===== config.mk =====
export PLATFORM = sky130hd
export DESIGN_NAME = xmem_timing_seq
export DESIGN_NICKNAME = d
export VERILOG_FILES = /design/src/rtl/xts_pkg.sv /design/src/rtl/xts_cfg.sv /design/src/rtl/xts_stall.sv /design/src/rtl/xmem_timing_seq.sv
export SDC_FILE = /design/constraint.sdc
export NUM_CORES = 1
export LEC_CHECK = 0
export BUFFER_PORTS_ARGS = -buffer_cell sky130_fd_sc_hd__buf_4
export CAP_MARGIN = 25
export CORE_MARGIN = 4
export CORE_UTILIZATION = 23
export CTS_BUF_LIST = sky130_fd_sc_hd__clkbuf_4 sky130_fd_sc_hd__clkbuf_8
export DETAILED_ROUTE_END_ITERATION = 10
export PLACE_DENSITY = 0.53
export SLEW_MARGIN = 20
export SYNTH_ARGS = -nofsm -noshare
export SYNTH_HDL_FRONTEND = slang
export SYNTH_SLANG_ARGS = --single-unit

===== constraint.sdc =====
create_clock -name clk -period 4.65 [get_ports clk]
set_input_delay 0.93 -clock clk [delete_from_list [all_inputs] [get_ports clk]]
set_output_delay 0.93 -clock clk [all_outputs]
set_load 0.02 [all_outputs]

===== src/rtl/xts_pkg.sv =====
package xts_pkg;
    typedef enum logic [1:0] {
        S_IDLE = 2'd0,
        S_ACC  = 2'd1,
        S_PAGE = 2'd2,
        S_CYC  = 2'd3
    } seq_st_e;
endpackage


===== src/rtl/xts_cfg.sv =====
// Turns raw timing fields into the counts the sequencer loads.
module xts_cfg #(
    parameter int TW = 5,
    parameter int PW = 4
) (
    input  logic          gran_x2,
    input  logic          wr_sel,
    input  logic [TW-1:0] rd_acc,
    input  logic [TW-1:0] rd_cyc,
    input  logic [TW-1:0] wr_acc,
    input  logic [TW-1:0] wr_cyc,
    input  logic [PW-1:0] page,
    output logic [TW-1:0] acc_eff,
    output logic [TW-1:0] cyc_eff,
    output logic [TW-1:0] page_eff,
    output logic          rd_bad
);
    logic [TW-1:0] acc_raw;
    logic [PW:0]   page_scaled;

    assign acc_raw     = wr_sel ? wr_acc : rd_acc;
    assign acc_eff     = (acc_raw == '0) ? TW'(1) : acc_raw;
    assign cyc_eff     = wr_sel ? wr_cyc : rd_cyc;
    assign page_scaled = gran_x2 ? {page, 1'b0} : {1'b0, page};
    assign page_eff    = (page_scaled == '0) ? TW'(1) : TW'(page_scaled);
    // The last read word is sampled before the cycle ends only if cycle > access.
    assign rd_bad      = (rd_cyc <= rd_acc);
endmodule


===== src/rtl/xts_stall.sv =====
// Decides whether a registered WAIT freezes the current access phase.
module xts_stall #(
    parameter int TW  = 5,
    parameter int WIN = 2
) (
    input  logic          wait_q,
    input  logic          active,
    input  logic          async_wr,
    input  logic [TW-1:0] cnt,
    output logic          stall
);
    logic ignored;

    // An asynchronous write only listens to WAIT in its last WIN counts.
    assign ignored = async_wr && (cnt > TW'(WIN));
    assign stall   = active && wait_q && !ignored;
endmodule


===== src/rtl/xmem_timing_seq.sv =====
module xmem_timing_seq #(
    parameter int DW  = 16,
    parameter int LW  = 4,
    parameter int TW  = 5,
    parameter int PW  = 4,
    parameter int CW  = 8,
    parameter int WIN = 2
) (
    input  logic          clk,
    input  logic          rst_n,
    input  logic          cfg_sync,
    input  logic          cfg_gran_x2,
    input  logic [TW-1:0] cfg_rd_acc,
    input  logic [TW-1:0] cfg_rd_cyc,
    input  logic [TW-1:0] cfg_wr_acc,
    input  logic [TW-1:0] cfg_wr_cyc,
    input  logic [PW-1:0] cfg_page_acc,
    output logic          cfg_err,
    input  logic          req_valid,
    input  logic          req_write,
    input  logic [LW-1:0] req_len,
    input  logic [DW-1:0] req_wdata,
    output logic          req_ready,
    output logic          rsp_done,
    output logic          rsp_err,
    output logic [DW-1:0] rsp_rdata,
    input  logic          mem_wait,
    input  logic [DW-1:0] mem_dq_in,
    output logic [DW-1:0] mem_dq_out,
    output logic          mem_dq_oe,
    output logic          mem_oe_n,
    output logic          mem_we_n,
    output logic          mem_cap,
    output logic          rd_cap
);
    import xts_pkg::*;

    localparam logic [CW-1:0] TOT_MAX = {CW{1'b1}};

    typedef struct packed {
        seq_st_e       st;
        logic          wr;
        logic          sync;
        logic [TW-1:0] cnt;
        logic [CW-1:0] tot;
        logic [LW-1:0] left;
        logic [DW-1:0] data;
        logic          keep;
        logic          done;
        logic          err;
        logic          wait_s;
    } seq_t;

    seq_t seq_q, seq_d;

    logic          wr_sel;
    logic [TW-1:0] acc_eff, cyc_eff, page_eff;
    logic          rd_bad;
    logic          active, stall, cap_now;
    logic [LW-1:0] len_eff;
    logic [CW-1:0] tot_inc;
    logic          cyc_met;

    assign wr_sel = (seq_q.st == S_IDLE) ? req_write : seq_q.wr;

    xts_cfg #(.TW(TW), .PW(PW)) u_cfg (
        .gran_x2  (cfg_gran_x2),
        .wr_sel   (wr_sel),
        .rd_acc   (cfg_rd_acc),
        .rd_cyc   (cfg_rd_cyc),
        .wr_acc   (cfg_wr_acc),
        .wr_cyc   (cfg_wr_cyc),
        .page     (cfg_page_acc),
        .acc_eff  (acc_eff),
        .cyc_eff  (cyc_eff),
        .page_eff (page_eff),
        .rd_bad   (rd_bad)
    );

    assign active = (seq_q.st == S_ACC) || (seq_q.st == S_PAGE);

    xts_stall #(.TW(TW), .WIN(WIN)) u_stall (
        .wait_q   (seq_q.wait_s),
        .active   (active),
        .async_wr (seq_q.wr && !seq_q.sync),
        .cnt      (seq_q.cnt),
        .stall    (stall)
    );

    assign cap_now = active && !stall && (seq_q.cnt == TW'(1));
    assign len_eff = (req_len == '0) ? LW'(1) : req_len;
    assign tot_inc = (seq_q.tot == TOT_MAX) ? seq_q.tot : seq_q.tot + 1'b1;
    assign cyc_met = (seq_q.tot >= CW'(cyc_eff));

    always_comb begin
        seq_d        = seq_q;
        seq_d.done   = 1'b0;
        seq_d.err    = 1'b0;
        seq_d.wait_s = mem_wait;
        unique case (seq_q.st)
            S_IDLE: begin
                if (req_valid) begin
                    if ((!req_write && rd_bad) ||
                        (req_write && !cfg_sync && (len_eff > LW'(1)))) begin
                        seq_d.done = 1'b1;
                        seq_d.err  = 1'b1;
                    end else begin
                        seq_d.st   = S_ACC;
                        seq_d.wr   = req_write;
                        seq_d.sync = cfg_sync;
                        seq_d.cnt  = acc_eff;
                        seq_d.tot  = CW'(1);
                        seq_d.left = len_eff;
                        if (req_write) begin
                            seq_d.data = req_wdata;
                        end
                    end
                end
            end
            S_ACC, S_PAGE: begin
                if (!stall) begin
                    seq_d.tot = tot_inc;
                    if (cap_now) begin
                        seq_d.done = 1'b1;
                        if (!seq_q.wr) begin
                            seq_d.data = mem_dq_in;
                        end
                        if (seq_q.left > LW'(1)) begin
                            seq_d.left = seq_q.left - 1'b1;
                            seq_d.cnt  = page_eff;
                            seq_d.st   = S_PAGE;
                            if (seq_q.wr) begin
                                seq_d.data = req_wdata;
                            end
                        end else if (cyc_met) begin
                            seq_d.st   = S_IDLE;
                            seq_d.keep = 1'b1;
                        end else begin
                            seq_d.st = S_CYC;
                        end
                    end else begin
                        seq_d.cnt = seq_q.cnt - 1'b1;
                    end
                end
            end
            S_CYC: begin
                seq_d.tot = tot_inc;
                if (cyc_met) begin
                    seq_d.st   = S_IDLE;
                    seq_d.keep = 1'b1;
                end
            end
            default: seq_d.st = S_IDLE;
        endcase
    end

    always_ff @(posedge clk) begin
        if (!rst_n) begin
            seq_q <= '{st: S_IDLE, wr: 1'b0, sync: 1'b0, cnt: '0, tot: '0,
                       left: '0, data: '0, keep: 1'b0, done: 1'b0,
                       err: 1'b0, wait_s: 1'b0};
        end else begin
            seq_q <= seq_d;
        end
    end

    assign cfg_err    = rd_bad;
    assign req_ready  = (seq_q.st == S_IDLE);
    assign rsp_done   = seq_q.done;
    assign rsp_err    = seq_q.err;
    assign rsp_rdata  = seq_q.data;
    assign mem_dq_out = seq_q.data;
    assign mem_dq_oe  = (seq_q.st == S_IDLE) ? seq_q.keep : seq_q.wr;
    assign mem_oe_n   = !(active && !seq_q.wr);
    assign mem_we_n   = !(active && seq_q.wr);
    assign rd_cap     = cap_now && !seq_q.wr;
    assign mem_cap    = cap_now && seq_q.wr && seq_q.sync;
endmodule


Word level (Yosys, flattened, before mapping)
Index checks and enable logic that the tools add are counted.

storage, ports and cells
  input port bits = 67
  register bits = 41

cells by class
  $lt $le $gt $ge = 5
  add/subtract/negate cells = 3
  bitwise gates (word level) = 1
  eq/ne operators = 14
  muxes and demuxes = 34
  reductions and logical operators = 39

operators by type and width
  operator             count
  $mux 37              2
  $mux 16              3
  $pmux 20 s2          1
  $mux 35              1
  $mux 5               7
  $pmux 8 s3           1
  $mux 22              1
  $mux 20              1
  $ne 2x2->1 const B   8
  $logic_and 1x1->1    14
  $mux 2               7
  $reduce_and 6->1     2
  $logic_not 5->1      2
  $pmux 5 s2           1
  $reduce_and 5->1     2
  $reduce_and 3->1     3
  $add 8x1->8 const B  1
  $eq 8x8->1 const B   1
  $ge 8x5->1           1
  $gt 4x1->1 const B   2
  $logic_not 1->1      8
  $mux 8               1
  $pmux 2 s3           1
  $eq 5x1->1 const B   1
  17 further kinds     24

Depth between registers and ports, before layout
  word-level depth = 11
  depth in mapped cells = 12

Hierarchy
From an unflattened synthesis, not the netlist that was laid out.

second synthesis, totals
  cell total of the unflattened synthesis = 360
  area, all modules = 3120.5 µm²

by module, submodules not included
  module           area each (µm²)  instances  cells an instance  seq. area each (µm²)
  xmem_timing_seq  2763.9           1          312                820.8
  xts_cfg          336.6            1          45                 0.0
  xts_stall        20.0             1          3                  0.0

Worst setup path before layout
Ideal clock, no wire load.

  path kind = input-to-reg
  from = input port req_write
  to = register seq_q[40] (netlist name)
  cell stages on the path = 10
  setup slack = 1.464 ns
  arrival = 3.126 ns
  library setup time = 0.060 ns
  buffers on the path = 1
  cells stage by stage = mux2i_1 > clkbuf_1 > mux2_2 > ha_1 > nor2b_1 > o21ai_0 > a31oi_1 > nor2_1 > a2111oi_0 > a31o_1

between the ends
  word-level cells in the longest chain between the ends = 8
  elaborated cells between the ends (all ways) = 16
  classes of those cells = order compare: 1; eq/ne: 2; mux: 7; reduce/logical: 6

ends and longest elaborated chain
  item                  RTL line                text
  from (decl)           xmem_timing_seq.sv:20   input logic req_write,
  $mux 1                xmem_timing_seq.sv:64   assign wr_sel = (seq_q.st == S_IDLE) ? req_write : seq_q.wr;
  $mux 5                xts_cfg.sv:23           assign cyc_eff = wr_sel ? wr_cyc : rd_cyc;
  $ge 8x5->1            xmem_timing_seq.sv:93   assign cyc_met = (seq_q.tot >= CW'(cyc_eff));
  $mux 2                xmem_timing_seq.sv:135  end else if (cyc_met) begin
  $mux 2                xmem_timing_seq.sv:128  if (seq_q.left > LW'(1)) begin
  $mux 2                xmem_timing_seq.sv:123  if (cap_now) begin
  $mux 2                xmem_timing_seq.sv:121  if (!stall) begin
  $pmux 2 s3            xmem_timing_seq.sv:100  unique case (seq_q.st)
  to (signal assigned)  xmem_timing_seq.sv:159  seq_q <= '{st: S_IDLE, wr: 1'b0, sync: 1'b0, cnt: '0, tot: '0,
  to (signal assigned)  xmem_timing_seq.sv:163  seq_q <= seq_d;
  to (decl)             xmem_timing_seq.sv:54   seq_t seq_q, seq_d;

Parallel ways exist; a longest one is shown, timed or not. The select of a mux whose other input is x is not followed.
A chain may end at the register's enable or synchronous reset.

Worst setup path after layout
  from = register seq_q[40] (netlist name)
  to = output port rd_cap

between the ends
  word-level cells in the longest chain between the ends = 8
  elaborated cells between the ends (all ways) = 9
  classes of those cells = eq/ne: 2; reduce/logical: 7

ends and longest elaborated chain
  item                                      RTL line                text
  $eq 2x1->1 or $eq 2x2->1 (tied branches)  xmem_timing_seq.sv:80   assign active = (seq_q.st == S_ACC) || (seq_q.st == S_PAGE);
  $logic_or 1x1->1 (*)                      xmem_timing_seq.sv:80
  $logic_and 1x1->1 (2 in series)           xts_stall.sv:16         assign stall = active && wait_q && !ignored;
  $logic_not 1->1                           --
  $logic_and 1x1->1 (*) (2 in series)       xmem_timing_seq.sv:90   assign cap_now = active && !stall && (seq_q.cnt == TW'(1));
  $logic_and 1x1->1 (*)                     xmem_timing_seq.sv:176  assign rd_cap = cap_now && !seq_q.wr;
  to (decl)                                 xmem_timing_seq.sv:34   output logic rd_cap

Every way passes the cells marked *; elsewhere a longest branch is shown, timed or not.

==> results by group <==
GRT
  – Largest net degree at the start of global routing: 34
  – Overflow after GRT: 0
  – Initial antenna violation count: 0
  – Vias in the first global route: about 3,200
  – First-pass GRT wire length: 15,990 um
  – GR Util All Layers: between 10% and 20%

Finish
  – Area delta synth->final: 26.98%
  – Final std cells w/o fill: between 600 and 700
  – Fraction of layout cells with a size suffix above 1: between 20 and 30%
  – Final nets: roughly 580
  – Most frequent cells in the layout: buf_4, a21oi_1, nand2_1
  – Commonest non-fill, non-tap cell in the layout: buf_4
  – Final Util: about 30%
  – Final instance area: approximately 0.0041 sq mm
  – Antenna fix cells: 0

Min path
  – Hold path startpoint: seq_q[3]$_SDFFE_PN0P_
  – Min-delay worst type: reg2reg

Detailed routing
  – WL met3: between 300 and 400 um
  – DR pass1 iterations: 4
  – Vias per cell: 4.930
  – M1 WL: between 4000 and 5000 um
  – ANT nets after route: 0
  – DRT Wirelength: between 9000 and 10,000 um
  – Initial detailed-routing violation count: between 150 and 200
  – DRC viols: 0
  – Routed wl met2: between 4000 and 5000 um
  – Highest metal used: met4
  – Drt wl/cell: about 15 um
  – Vias after detailed routing: between 3,000 and 4,000

Placed design
  – HPWL Detailed: between 7000 and 8000 um
  – Placer congestion estimate: 0.8667
  – Placed cell count: 663
  – Port buffer count: roughly 110
  – Placed cell area: between 0.003 and 0.004 sq mm

Power and ir drop
  – Cell Pwr Density: ~380 mW/mm^2
  – Leakage: about 1.6 nW
  – VDD IR max: 0.1407 mV

CTS
  – CTS Hold Bufs: 0
  – Clock sink total: ~40
  – Max clock buf depth: 2
  – Total CTS buffers: 5
  – H-tree depth: 2
  – CTS tree: done
  – Setup Buffers After CTS: 0
  – Clock-pin transition on the worst setup and hold timing paths: about 0.09 ns
  – Clk root buf: clkbuf_8
  – Resized Gates After CTS: 0
  – Clk_lat worst skew: around 0.29 ns

Synthesis
  – Seq/Total Area, Yosys: about 26%
  – Primary FF master, synth: dfxtp_1
  – Synth async-reset ratio: 0%
  – Syn avg cell area: approximately 7.6 sq um
  – Mapped Cells: between 400 and 500
  – Syn. warnings: 0
  – Post-Syn Area: 0.003209 sq mm
  – Unique cell type count in the Yosys netlist: 59
  – Syn_nets: 510
  – Post-synth EDFFs: 0
  – Yosys reg bits: between 40 and 50

Critical path
  – Reg2Reg Setup Slack: roughly 1.4 ns
  – Crit. End Element: output pin
  – Element type at the critical path start: flop
  – Worst path arrival time: 2.49 ns
  – Critical path required time: approximately 3.7 ns
  – CP Class: reg2out
  – Critical path peak fanout: 17
  – Critical Path Source: seq_q[40]$_SDFFE_PN0P_
  – Worst r2r src: seq_q[39]$_SDFFE_PN0P_

Flow run
  – Max cap viols: 0

Die
  – Initial Utilization: between 20% and 30%
  – Total I/O pin count: between 100 and 150
  – Die Wd: between 100 and 150 um
  – Core area: approximately 0.013 sq mm
  – Row Count: 42
  – Die area: 0.01591 sq mm
  – Die H: 126.1 um

Status
  – Outcome: finished clean

STA
  – Tcrit/Tclk final: 73.63%
  – Final hold slack: about 0.48 ns
  – RSZ-0062 raised after global routing: false
  – Number of max-slew violations in the final report: 0
  – FMAX: between 200 and 300 MHz
  – # setup viols final: 0
  – Final setup TNS: 0 ns
  – Worst Tran Pin Value: 0.8291 ns
  – Clock Skew: 0.01055 ns
  – Worst slew margin: approximately 45%
  – Final Hold Fails: 0
  – Post-route minimum period: around 3.4 ns
## worst max-delay path: stages, from the launching register on
cell      delay (ns)
dfxtp_1         0.37
inv_1           0.05
ha_1            0.64
nand2b_1        0.22
nor3_4          0.64
buf_4           0.26
## layout make-up
type / instances / area [sq um]
well taps: 176 / 220.2
clock buffers: 7 / 90.09
multi-input cells: 313 / 1998
repair buffers: 111 / 833.3
inverters: 22 / 82.58
flip-flops and latches: 41 / 820.8
clock inverters: 1 / 30.03
fillers: 1449 / 9378
## where the power goes
part	switching, W	internal, W
Clock	0.000129	0.000181
Combinational	0.000474	0.000308
Sequential	0.0000590	0.000407
Total	0.000662	0.000896
## path summary, 6_finish.rpt
path	to	depth (start not counted)
setup / recovery	rd_cap	5
hold / removal	seq_q[3]$_SDFFE_PN0P_	1
setup reg to reg	seq_q[40]$_SDFFE_PN0P_	12
hold reg to reg	seq_q[3]$_SDFFE_PN0P_	1
## registers in the layout, indices dropped and copies added (netlist names)
register	cells
mem_dq_out	16
rsp_done	1
rsp_err	1
seq_q	23
## kinds of logic after synthesis
kind of cell	synth area share, %
mux	3.977
xor+xnor	0.8189
buf+inv	12.59
flops	25.58
simple gates	18.28
fa+ha+maj	7.018
compound gates	31.74
## Yosys cell counts (2+ instances only)
master      n  area, sq um
a2bb2oi_1   3        26.28
a221oi_1   17        148.9
and3_1      2        12.51
and2_1      2        12.51
a31oi_1     6        37.54
nor2_1     20        75.07
clkbuf_1    9        33.78
o21ai_0    25        125.1
o22ai_1     2        12.51
o211ai_1    2        15.01
a21o_1      2        15.01
nor4_1      2        12.51
nand2b_1    5        31.28
nand4_1     3        18.77
a211oi_1   10        75.07
nor2b_1     6        37.54
buf_4      35        262.8
o21ai_1    15        75.07
buf_2       5        25.02
mux2_2      6        67.56
a22oi_1     2        15.01
inv_1      21        78.83
dfxtp_1    41        820.8
or3_1       4        25.02
mux2i_1     6        60.06
a21oi_2     2        17.52
nor3_1      8        40.04
nand3_1     8        40.04
nand2_1    51        191.4
xnor2_1     3        26.28
ha_1       18        225.2
a21oi_1    57        285.3
## per-stage QoR
| step | total power, W | setup slack, ns |
|---|---|---|
| after detailed placement | 0.001257 | 1.344 |
| after global placement | 0.001243 | 1.379 |
| final | 0.001557 | 1.226 |
| after CTS | 0.001573 | 1.183 |
| after global routing | 0.001671 | 1.018 |
| after floorplan | 0.001055 | 1.464 |
## per-layer routing
layer,global-route usage [%],vias to the layer above
met5,0,-
met4,2.587,0
met3,1.948,10
met2,20.16,69
met1,15.89,1568
li1,-,1661
Note: power is estimated with default switching activity, not from simulation.
